--- src/rtl/regAccessPkg.sv ---
`timescale 1ns/1ps
package regAccessPkg;
  // Strobes issued by the control to the datapath, one cycle each
  typedef struct packed {
    logic captureBit;  // shift the sampled SDA bit in
    logic loadPtr;     // pointer takes the received word address
    logic incPtr;      // pointer advances by one
    logic writeByte;   // hand received byte to the core
    logic ackDrive;    // pull SDA low for the acknowledge clock
    logic loadTx;      // fetch a byte from the core and drive its MSB
    logic nextTx;      // move to the next transmit bit
    logic releaseSda;  // let SDA float
  } portStrobesT;
endpackage

--- src/rtl/regAccessCtrl.sv ---
`timescale 1ns/1ps
module regAccessCtrl
  import regAccessPkg::*;
#(
  parameter int BYTE_W = 8,
  parameter logic [BYTE_W-2:0] DEV_ADDR = 7'h51
) (
  input  logic              clk,
  input  logic              busRstN,
  input  logic              sclPin,
  input  logic              sdaPin,
  input  logic [BYTE_W-1:0] rxByte,
  output portStrobesT       strb,
  output logic              sdaBit
);
  localparam int CNT_W = $clog2(BYTE_W + 1);
  localparam logic [CNT_W-1:0] FULL = CNT_W'(BYTE_W);

  typedef enum logic [3:0] {
    ST_IDLE, ST_DEVADDR, ST_DEVACK, ST_WORD, ST_WORDACK,
    ST_WDATA, ST_WDATAACK, ST_RDATA, ST_RACK
  } portStateT;

  logic [1:0] sclSync, sdaSync;
  logic sclPrev, sdaPrev;
  logic sclS, sdaS, sclRise, sclFall, startSeen, stopSeen;
  portStateT state, stateNext;
  logic [CNT_W-1:0] bitCnt, cntNext;
  logic readMode, readNext, masterAck, mAckNext;

  always_ff @(posedge clk or negedge busRstN) begin
    if (!busRstN) begin
      sclSync <= '1; sdaSync <= '1; sclPrev <= 1'b1; sdaPrev <= 1'b1;
    end else begin
      sclSync <= {sclSync[0], sclPin};
      sdaSync <= {sdaSync[0], sdaPin};
      sclPrev <= sclSync[1];
      sdaPrev <= sdaSync[1];
    end
  end

  assign sclS      = sclSync[1];
  assign sdaS      = sdaSync[1];
  assign sdaBit    = sdaS;
  assign sclRise   = sclS & ~sclPrev;
  assign sclFall   = ~sclS & sclPrev;
  assign startSeen = sclS & sclPrev & sdaPrev & ~sdaS;
  assign stopSeen  = sclS & sclPrev & ~sdaPrev & sdaS;

  always_comb begin
    strb = '0; stateNext = state; cntNext = bitCnt;
    readNext = readMode; mAckNext = masterAck;
    if (startSeen) begin
      stateNext = ST_DEVADDR; cntNext = '0; strb.releaseSda = 1'b1;
    end else if (stopSeen) begin
      stateNext = ST_IDLE; cntNext = '0; strb.releaseSda = 1'b1;
    end else begin
      case (state)
        ST_DEVADDR, ST_WORD, ST_WDATA: begin
          if (sclRise && bitCnt != FULL) begin
            strb.captureBit = 1'b1;
            cntNext = bitCnt + CNT_W'(1);
          end else if (sclFall && bitCnt == FULL) begin
            cntNext = '0;
            if (state == ST_DEVADDR) begin
              if (rxByte[BYTE_W-1:1] == DEV_ADDR) begin
                strb.ackDrive = 1'b1; readNext = rxByte[0]; stateNext = ST_DEVACK;
              end else begin
                stateNext = ST_IDLE;
              end
            end else if (state == ST_WORD) begin
              strb.loadPtr = 1'b1; strb.ackDrive = 1'b1; stateNext = ST_WORDACK;
            end else begin
              strb.writeByte = 1'b1; strb.ackDrive = 1'b1; stateNext = ST_WDATAACK;
            end
          end
        end
        ST_DEVACK: if (sclFall) begin
          if (readMode) begin strb.loadTx = 1'b1; stateNext = ST_RDATA; end
          else begin strb.releaseSda = 1'b1; stateNext = ST_WORD; end
        end
        ST_WORDACK: if (sclFall) begin
          strb.releaseSda = 1'b1; stateNext = ST_WDATA;
        end
        ST_WDATAACK: if (sclFall) begin
          strb.releaseSda = 1'b1; strb.incPtr = 1'b1; stateNext = ST_WDATA;
        end
        ST_RDATA: begin
          if (sclRise) cntNext = bitCnt + CNT_W'(1);
          else if (sclFall) begin
            if (bitCnt == FULL) begin
              strb.releaseSda = 1'b1; strb.incPtr = 1'b1;
              cntNext = '0; stateNext = ST_RACK;
            end else begin
              strb.nextTx = 1'b1;
            end
          end
        end
        ST_RACK: begin
          if (sclRise) mAckNext = ~sdaS;
          else if (sclFall) begin
            if (masterAck) begin strb.loadTx = 1'b1; stateNext = ST_RDATA; end
            else begin strb.releaseSda = 1'b1; stateNext = ST_IDLE; end
          end
        end
        default: ;
      endcase
    end
  end

  always_ff @(posedge clk or negedge busRstN) begin
    if (!busRstN) begin
      state <= ST_IDLE; bitCnt <= '0; readMode <= 1'b0; masterAck <= 1'b0;
    end else begin
      state <= stateNext; bitCnt <= cntNext;
      readMode <= readNext; masterAck <= mAckNext;
    end
  end

  // STOP always lands in idle, START always opens a fresh address byte
  assert_stop_idles_R9: assert property (@(posedge clk) disable iff (!busRstN)
    stopSeen |=> state == ST_IDLE);
  assert_start_restarts_R9: assert property (@(posedge clk) disable iff (!busRstN)
    startSeen |=> (state == ST_DEVADDR && bitCnt == '0));
  // the line is only pulled while the synchronised clock is low
  assert_drive_scl_low_R11: assert property (@(posedge clk) disable iff (!busRstN)
    (strb.ackDrive || strb.loadTx || strb.nextTx) |-> !sclS);
  // a foreign address never reaches an acknowledge state
  assert_foreign_silent_R2: assert property (@(posedge clk) disable iff (!busRstN)
    (state == ST_IDLE) |=> (state == ST_IDLE || state == ST_DEVADDR));
endmodule

--- src/rtl/regAccessData.sv ---
`timescale 1ns/1ps
module regAccessData
  import regAccessPkg::*;
#(
  parameter int BYTE_W = 8,
  parameter int ADDR_W = 4
) (
  input  logic              clk,
  input  logic              busRstN,
  input  portStrobesT       strb,
  input  logic              sdaBit,
  input  logic [BYTE_W-1:0] regRData,
  output logic [BYTE_W-1:0] rxByte,
  output logic [ADDR_W-1:0] regAddr,
  output logic [BYTE_W-1:0] regWData,
  output logic              regWe,
  output logic              sdaLow
);
  logic [BYTE_W-1:0] shiftReg;
  logic [ADDR_W-1:0] ptr;
  logic              sdaOe;

  always_ff @(posedge clk or negedge busRstN) begin
    if (!busRstN) begin
      shiftReg <= '0; ptr <= '0; sdaOe <= 1'b0;
    end else begin
      if (strb.captureBit)  shiftReg <= {shiftReg[BYTE_W-2:0], sdaBit};
      else if (strb.loadTx) shiftReg <= regRData;
      else if (strb.nextTx) shiftReg <= {shiftReg[BYTE_W-2:0], 1'b0};

      if (strb.loadPtr)     ptr <= shiftReg[ADDR_W-1:0];
      else if (strb.incPtr) ptr <= ptr + ADDR_W'(1);

      if (strb.ackDrive)        sdaOe <= 1'b1;
      else if (strb.loadTx)     sdaOe <= ~regRData[BYTE_W-1];
      else if (strb.nextTx)     sdaOe <= ~shiftReg[BYTE_W-2];
      else if (strb.releaseSda) sdaOe <= 1'b0;
    end
  end

  assign rxByte   = shiftReg;
  assign regAddr  = ptr;
  assign regWData = shiftReg;
  assign regWe    = strb.writeByte;
  assign sdaLow   = sdaOe;

  // one strobe per byte, never two in a row
  assert_single_write_R4: assert property (@(posedge clk) disable iff (!busRstN)
    regWe |=> !regWe);
  // every advance is +1 modulo the space, so 0Fh is followed by 00h
  assert_ptr_step_R6: assert property (@(posedge clk) disable iff (!busRstN)
    strb.incPtr |=> ptr == $past(ptr) + ADDR_W'(1));
  // reset leaves the line released and the pointer at zero
  assert_reset_clear_R10: assert property (@(posedge clk)
    !busRstN |-> (ptr == '0 && !sdaOe));
endmodule

--- src/rtl/regAccessPort.sv ---
`timescale 1ns/1ps
module regAccessPort
  import regAccessPkg::*;
#(
  parameter int BYTE_W = 8,
  parameter int ADDR_W = 4,
  parameter logic [BYTE_W-2:0] DEV_ADDR = 7'h51
) (
  input  logic              clk,
  input  logic              busRstN,
  input  logic              sclPin,
  input  logic              sdaPin,
  output logic              sdaLow,
  output logic [ADDR_W-1:0] regAddr,
  output logic [BYTE_W-1:0] regWData,
  output logic              regWe,
  input  logic [BYTE_W-1:0] regRData
);
  portStrobesT       strb;
  logic              sdaBit;
  logic [BYTE_W-1:0] rxByte;

  regAccessCtrl #(.BYTE_W(BYTE_W), .DEV_ADDR(DEV_ADDR)) u_ctrl (
    .clk(clk), .busRstN(busRstN), .sclPin(sclPin), .sdaPin(sdaPin),
    .rxByte(rxByte), .strb(strb), .sdaBit(sdaBit)
  );

  regAccessData #(.BYTE_W(BYTE_W), .ADDR_W(ADDR_W)) u_data (
    .clk(clk), .busRstN(busRstN), .strb(strb), .sdaBit(sdaBit),
    .regRData(regRData), .rxByte(rxByte), .regAddr(regAddr),
    .regWData(regWData), .regWe(regWe), .sdaLow(sdaLow)
  );
endmodule

--- config.mk ---
export PLATFORM = sky130hd
export DESIGN_NAME = regAccessPort
export DESIGN_NICKNAME = d
export VERILOG_FILES = /design/src/rtl/regAccessPkg.sv /design/src/rtl/regAccessCtrl.sv /design/src/rtl/regAccessData.sv /design/src/rtl/regAccessPort.sv
export SDC_FILE = /design/constraint.sdc
export NUM_CORES = 1
export LEC_CHECK = 0
export ABC_AREA = 1
export BUFFER_PORTS_ARGS = -buffer_cell sky130_fd_sc_hd__buf_2
export CAP_MARGIN = 20
export CORE_MARGIN = 1
export CORE_UTILIZATION = 42
export DETAILED_ROUTE_END_ITERATION = 10
export PLACE_DENSITY = 0.62
export SETUP_SLACK_MARGIN = 0.05
export SYNTH_ARGS = -nofsm -noshare
export SYNTH_HDL_FRONTEND = slang
export SYNTH_SLANG_ARGS = --single-unit
export TNS_END_PERCENT = 100
--- constraint.sdc ---
create_clock -name clk -period 1.5 [get_ports clk]
set_clock_uncertainty 0.1 [all_clocks]
set_input_delay 0.3 -clock clk [delete_from_list [all_inputs] [get_ports clk]]
set_output_delay 0.3 -clock clk [all_outputs]
set_load 0.01 [all_outputs]
Word level (Yosys, flattened, before mapping)
Cells that the tools add are included.
{"block": "totals", "reg_bits": 29, "input_bits": 12, "output_inout_bits": 14, "elab_cells": 137}
{"block": "op_classes", "add_sub_neg": 2, "n_eq_ne": 23, "mux": 72, "bitwise_logic": 16, "n_reduce_logical": 13}
{"cell": "4-bit 2-to-1 mux", "count": 21}
{"cell": "1-bit 2-to-1 mux", "count": 31}
{"cell": "8-bit 2-to-1 mux", "count": 3}
{"cell": "4-bit by 1-bit != test with 1-bit output (second input constant)", "count": 6}
{"cell": "4-bit case mux with 5 select lines", "count": 1}
{"cell": "4-bit by 3-bit equality test with 1-bit output (second input constant)", "count": 4}
{"cell": "2-bit 2-to-1 mux", "count": 8}
{"cell": "5-bit by 1-bit != test with 1-bit output (second input constant)", "count": 3}
{"cell": "7-bit 2-to-1 mux", "count": 2}
{"cell": "4-bit != test (second input constant)", "count": 3}
{"cell": "10-bit AND reduction", "count": 1}
{"cell": "1-bit inverter", "count": 9}
{"cell": "4-bit by 1-bit adder with 4-bit output (second input constant)", "count": 2}
{"cell": "4-bit by 2-bit equality test with 1-bit output (second input constant)", "count": 2}
{"cell": "4-bit equality test (second input constant)", "count": 2}
{"cell": "4-bit case mux with 2 select lines", "count": 1}
{"cell": "4-bit AND reduction", "count": 2}
{"cell": "4-bit nonzero test", "count": 2}
{"cell": "1-bit bitwise AND", "count": 7}
{"cell": "7-bit equality test (second input constant)", "count": 1}
{"cell": "7-bit AND reduction", "count": 1}
{"cell": "7-bit nonzero test", "count": 1}
{"cell": "3-bit 2-to-1 mux", "count": 2}
{"cell": "4-bit by 1-bit equality test with 1-bit output (second input constant)", "count": 1}
{"cell": "8 further kinds", "count": 10}

Logic depth before layout (Yosys ltp)
{"block": "depth", "depth_word": 11, "depth_mapped": 12}

Cells and area by module
A second synthesis with hierarchy kept.
{"block": "unflattened", "hier_cells": 292, "area_unflattened_um2": 2065.7}
{"module": "regAccessCtrl", "n_inst": 1, "cells_each": 184, "area_each_um2": 1265.0, "seq_area_each_um2": 407.9}
{"module": "regAccessData", "n_inst": 1, "cells_each": 108, "area_each_um2": 800.8, "seq_area_each_um2": 325.3}

Worst setup path before layout
OpenSTA, ideal clock, no wires.
{"block": "synth_timing", "path_kind": "register to register", "from": "register u_ctrl.bitCnt[0]", "to": "register u_ctrl.bitCnt[2]", "setup_ns": 0.117, "arrival_ns": 1.404, "path_slack_ns": -0.121, "path_stages_with_launch": 12, "synth_period_minus_slack_ns": 1.621, "cell_sequence": "dfrtp_1 inv_1 ha_1 nand2_1 nor2_4 nand2_4 inv_1 nor2_1 a21oi_2 nand2_4 nand2_1 nand2_1"}
{"block": "synth_via", "elab_chain_cells": 6}
{"item": "start: declaration", "line_no": "regAccessCtrl.sv:28", "rtl": "logic [CNT_W-1:0] bitCnt, cntNext;"}
{"item": "start signal: assignment", "line_no": "regAccessCtrl.sv:115", "rtl": "state <= stateNext; bitCnt <= cntNext;"}
{"item": "branches (longest 6 deep; another with 4-bit by 1-bit adder with 4-bit output)"}
Several ways; the timed one is not identified.
A chain may end at the register's enable or synchronous reset.

Worst setup path after layout
{"block": "layout_timing", "from": "register u_ctrl.bitCnt[0]", "to": "output port regWe"}
{"block": "layout_via", "elab_chain_cells": 7}
{"item": "4-bit equality test", "line_no": "regAccessCtrl.sv:63", "rtl": "end else if (sclFall && bitCnt == FULL) begin"}
{"item": "1-bit logical AND", "line_no": "regAccessCtrl.sv:63"}
{"item": "2-bit 2-to-1 mux", "line_no": "regAccessCtrl.sv:63"}
{"item": "2-bit 2-to-1 mux *", "line_no": "regAccessCtrl.sv:60", "rtl": "if (sclRise && bitCnt != FULL) begin"}
{"item": "2-bit 2-to-1 mux *", "line_no": "regAccessCtrl.sv:58", "rtl": "case (state)"}
{"item": "7-bit 2-to-1 mux *", "line_no": "regAccessCtrl.sv:55", "rtl": "end else if (stopSeen) begin"}
{"item": "7-bit 2-to-1 mux *", "line_no": "regAccessCtrl.sv:53", "rtl": "if (startSeen) begin"}
{"item": "end: declaration", "line_no": "regAccessPort.sv:16", "rtl": "output logic regWe,"}
Every way passes the cells marked *; elsewhere a longest branch is shown, timed or not.

==> flow_metrics.env <==
export IMPL_drc_errors=0
export IMPL_area_growth_syn_to_layout_pct=46.3
export IMPL_dpl_hpwl_um=3620
export IMPL_r2r_start="u_ctrl.bitCnt[0]"
export IMPL_synth_commonest_cells="nand2_1, nor2_1, nand3_1"
export IMPL_critPathKind="reg2out"
export IMPL_cts_tree="built"
export IMPL_syn_cell_area_um2=1840
export IMPL_hold_start="sclPin"
export IMPL_grt_pass1_vias=1689
export IMPL_total_power_mw=4.12
export IMPL_diodes=0
export IMPL_critPathCaptureType="output port"
export IMPL_async_reset_ff_share_pct=100
export IMPL_port_buffers=25
export IMPL_nets=363
export IMPL_cp_max_fo=4
export IMPL_max_freq_ghz=0.544
export IMPL_post_dp_cell_area_um2=2390
export IMPL_rsz0062_at_grt="true"
export IMPL_synth_largest_area_cell="dfrtp_1"
export IMPL_power_density_nw_per_um2=1530
export IMPL_coreArea_um2=4120
export IMPL_finalCriticalPeriod_ps=1840
export IMPL_synth_ff_type="dfrtp_1"
export IMPL_hold_class="in2reg"
export IMPL_drive_gt1_share_pct=39.0
export IMPL_min_to="u_ctrl.sclSync[0]"
export IMPL_r2r_cells=12
export IMPL_status="complete, but fails checks"
export IMPL_yosysWarnings=0
export IMPL_synth_area_leaders="dfrtp_1, nand2_1, dfstp_2"
export IMPL_grt_max_degree=18
export IMPL_die_x_um=68.2
export IMPL_synth_edf_count=0
export IMPL_grt_use_total_pct=23.3
export IMPL_cp_slowest_cell="dfrtp_1"
export IMPL_cp_cell_sequence="inv_1, ha_2, nand2_2, nor2_4, nand2_4, nor3_4, buf_2"
export IMPL_hold_depth=1
export IMPL_drt_total_wl_um=4980
export IMPL_fin_ws_ps=-338
export IMPL_dieArea_um2=4650
export IMPL_grt_pass1_wl_um=7820
export IMPL_clock_tree_root_cell="clkbuf_8"
export IMPL_netlist_instances=260
export IMPL_fillers=342
export IMPL_yosysMostFrequentCell="nand2_1"
export IMPL_path_clk_slew_ps=70
export IMPL_timing_rr_end="u_ctrl.bitCnt[1]"
export IMPL_drt_pass1_iterations=4
export IMPL_fin_tns_setup_ps=-4990
export IMPL_antenna_found_initial=0
export IMPL_crit_arrival_ps=1440
export IMPL_tightest_slew_ps=341
export IMPL_rrSetupSlack_ps=-250
export IMPL_ant_nets=0
export IMPL_design_area_um2=2690
export IMPL_max_cap_viol_count=0
export IMPL_avgViaCountPerCell=4.89
export IMPL_finalMaxSlewViolations=0
export IMPL_die_h_um=68.2
export IMPL_finalHoldViolations=0
export IMPL_vias=1953
export IMPL_p_leak_nw=1.46
export IMPL_violations="negative setup slack"
export IMPL_start_kind="register"
export IMPL_yosys_area_top_type_share_pct=31.3
export IMPL_wl_per_cell_um=12.5
export IMPL_netlist_cell_type_count=32
export IMPL_fin_cells=399
export IMPL_irDropWorstVdd_mv=0.743
export IMPL_gp_congestion=0.921
export IMPL_syn_num_nets=275
export IMPL_grt_overflow_total=0
export IMPL_worstSkewPairLatency_ps=290
export IMPL_setup_viol=23
export IMPL_finalCritPeriodShare_pct=123
export IMPL_cts_buffers=5
export IMPL_initial_core_util_pct=44.7
export IMPL_num_rows=23
export IMPL_cts_sinks=29
export IMPL_dp_cells=378
export IMPL_ys_seq_elements=29
export IMPL_drtIter0Drc=139
export IMPL_slew_headroom_pct=77.3
export IMPL_synth_seq_area_share_pct=39.9
export IMPL_crit_required_ps=1100
export IMPL_htreeDepth=2
export IMPL_clk_path_buf_depth=2
export IMPL_avgSynthCellArea_um2=7.07
export IMPL_ios=26
export IMPL_slowest_delay_ps=380
-- critical path: cells and delay by family (launching register included) --
family	cells	cell delay, ps
AND/OR/NAND/NOR	4	400
flip-flops	1	380
adder cells (fa/ha/maj)	1	160
buffers and inverters	2	210
-- registers in the layout, indices dropped and copies added (netlist names) --
signal	count
u_ctrl.readMode	1
u_data.sdaLow	1
u_data.regWData	8
u_data.regAddr	4
u_ctrl.masterAck	1
u_ctrl.sclSync	2
u_ctrl.state	4
u_ctrl.sdaPrev	1
u_ctrl.bitCnt	4
u_ctrl.sdaSync	2
u_ctrl.sclPrev	1
-- cells in the final DEF (no fill, tap or decap), types with 6 or more instances in the layout --
cell      netlist  final
nand2_2         7      9
buf_2           0     25
a21oi_1         7      7
dfrtp_1        23     21
nand2_1        85     82
clkbuf_8        0      7
nand2_4         4      6
buf_4           1     51
inv_1          23     20
dfstp_2         6      6
o21ai_0        11      7
nor2_1         34     33
nand3_1        27     23
-- logic make-up (layout without fill, tap and decap cells) --
| group | after synthesis | after routing | synth area share (%) |
|---|---|---|---|
| AND/OR/NAND/NOR | 166 | 167 | 40.1 |
| AO/OA/AOI/OAI | 29 | 29 | 9.32 |
| flip-flops | 29 | 29 | 39.9 |
| buffers and inverters | 29 | 117 | 6.80 |
| XOR/XNOR | 4 | 4 | 1.91 |
| adder cells (fa/ha/maj) | 3 | 3 | 2.04 |
-- how the worst max path moves through the flow --
stage | startpoint | end | cells past startpoint
floorplan | u_ctrl.bitCnt[0] | u_ctrl.bitCnt[2] | 11
global placement | u_ctrl.bitCnt[0] | u_data.regWData[5] | 11
detailed placement | u_ctrl.bitCnt[0] | u_data.regWData[3] | 11
CTS | u_ctrl.bitCnt[0] | regWe | 7
global route | u_ctrl.sclSync[1] | regWe | 6
finish | u_ctrl.bitCnt[0] | regWe | 7
-- power breakdown --
group	switching (mW)	internal, mW	total [mW]
clock	0.315	0.414	0.729
combinational	1.19	0.978	2.17
sequential	0.205	1.02	1.22
total	1.71	2.41	4.12
-- cell type report --
class / instances / area [um^2] / area share (%)
clock buffer: 7 / 96.3 / 3.58
clock inverter: 1 / 5.00 / 0.186
inverter: 27 / 106 / 3.95
multi-input combinational: 203 / 1090 / 40.7
sequential: 29 / 736 / 27.3
tap: 50 / 62.6 / 2.32
timing repair buffer: 82 / 591 / 21.9
-- stage by stage --
stage / setup slack [ps] / util [%] / hold slack, ps
3_3_place_gp: -220 / 58.0 / 123
5_1_grt: -433 / 65.4 / 2.88
6_report: -338 / 65.4 / 15.1
4_1_cts: -357 / 63.5 / 5.74
3_5_place_dp: -238 / 58.0 / 122
2_1_floorplan: -97.0 / - / -95.6
-- routing by layer --
layer / GRT usage [%] / part of all wire, %
met5: 0 / 0
met4: 7.81 / 2.1
met3: 5.17 / 5.0
met2: 36.4 / 46
met1: 31.6 / 47
-- what timing repair did --
| action | 4_1_cts | 5_1_grt |
|---|---|---|
| resized for setup | 16 | 10 |
| hold buffers | 1 | 1 |
| setup endpoints to repair | 23 | 23 |
| cloned | 1 | 0 |
| endpoints found under the hold margin | 12 | 1 |
| pin swaps | 8 | 9 |
| setup buffers | 6 | 4 |
Note: power is estimated with default switching activity, not from simulation.
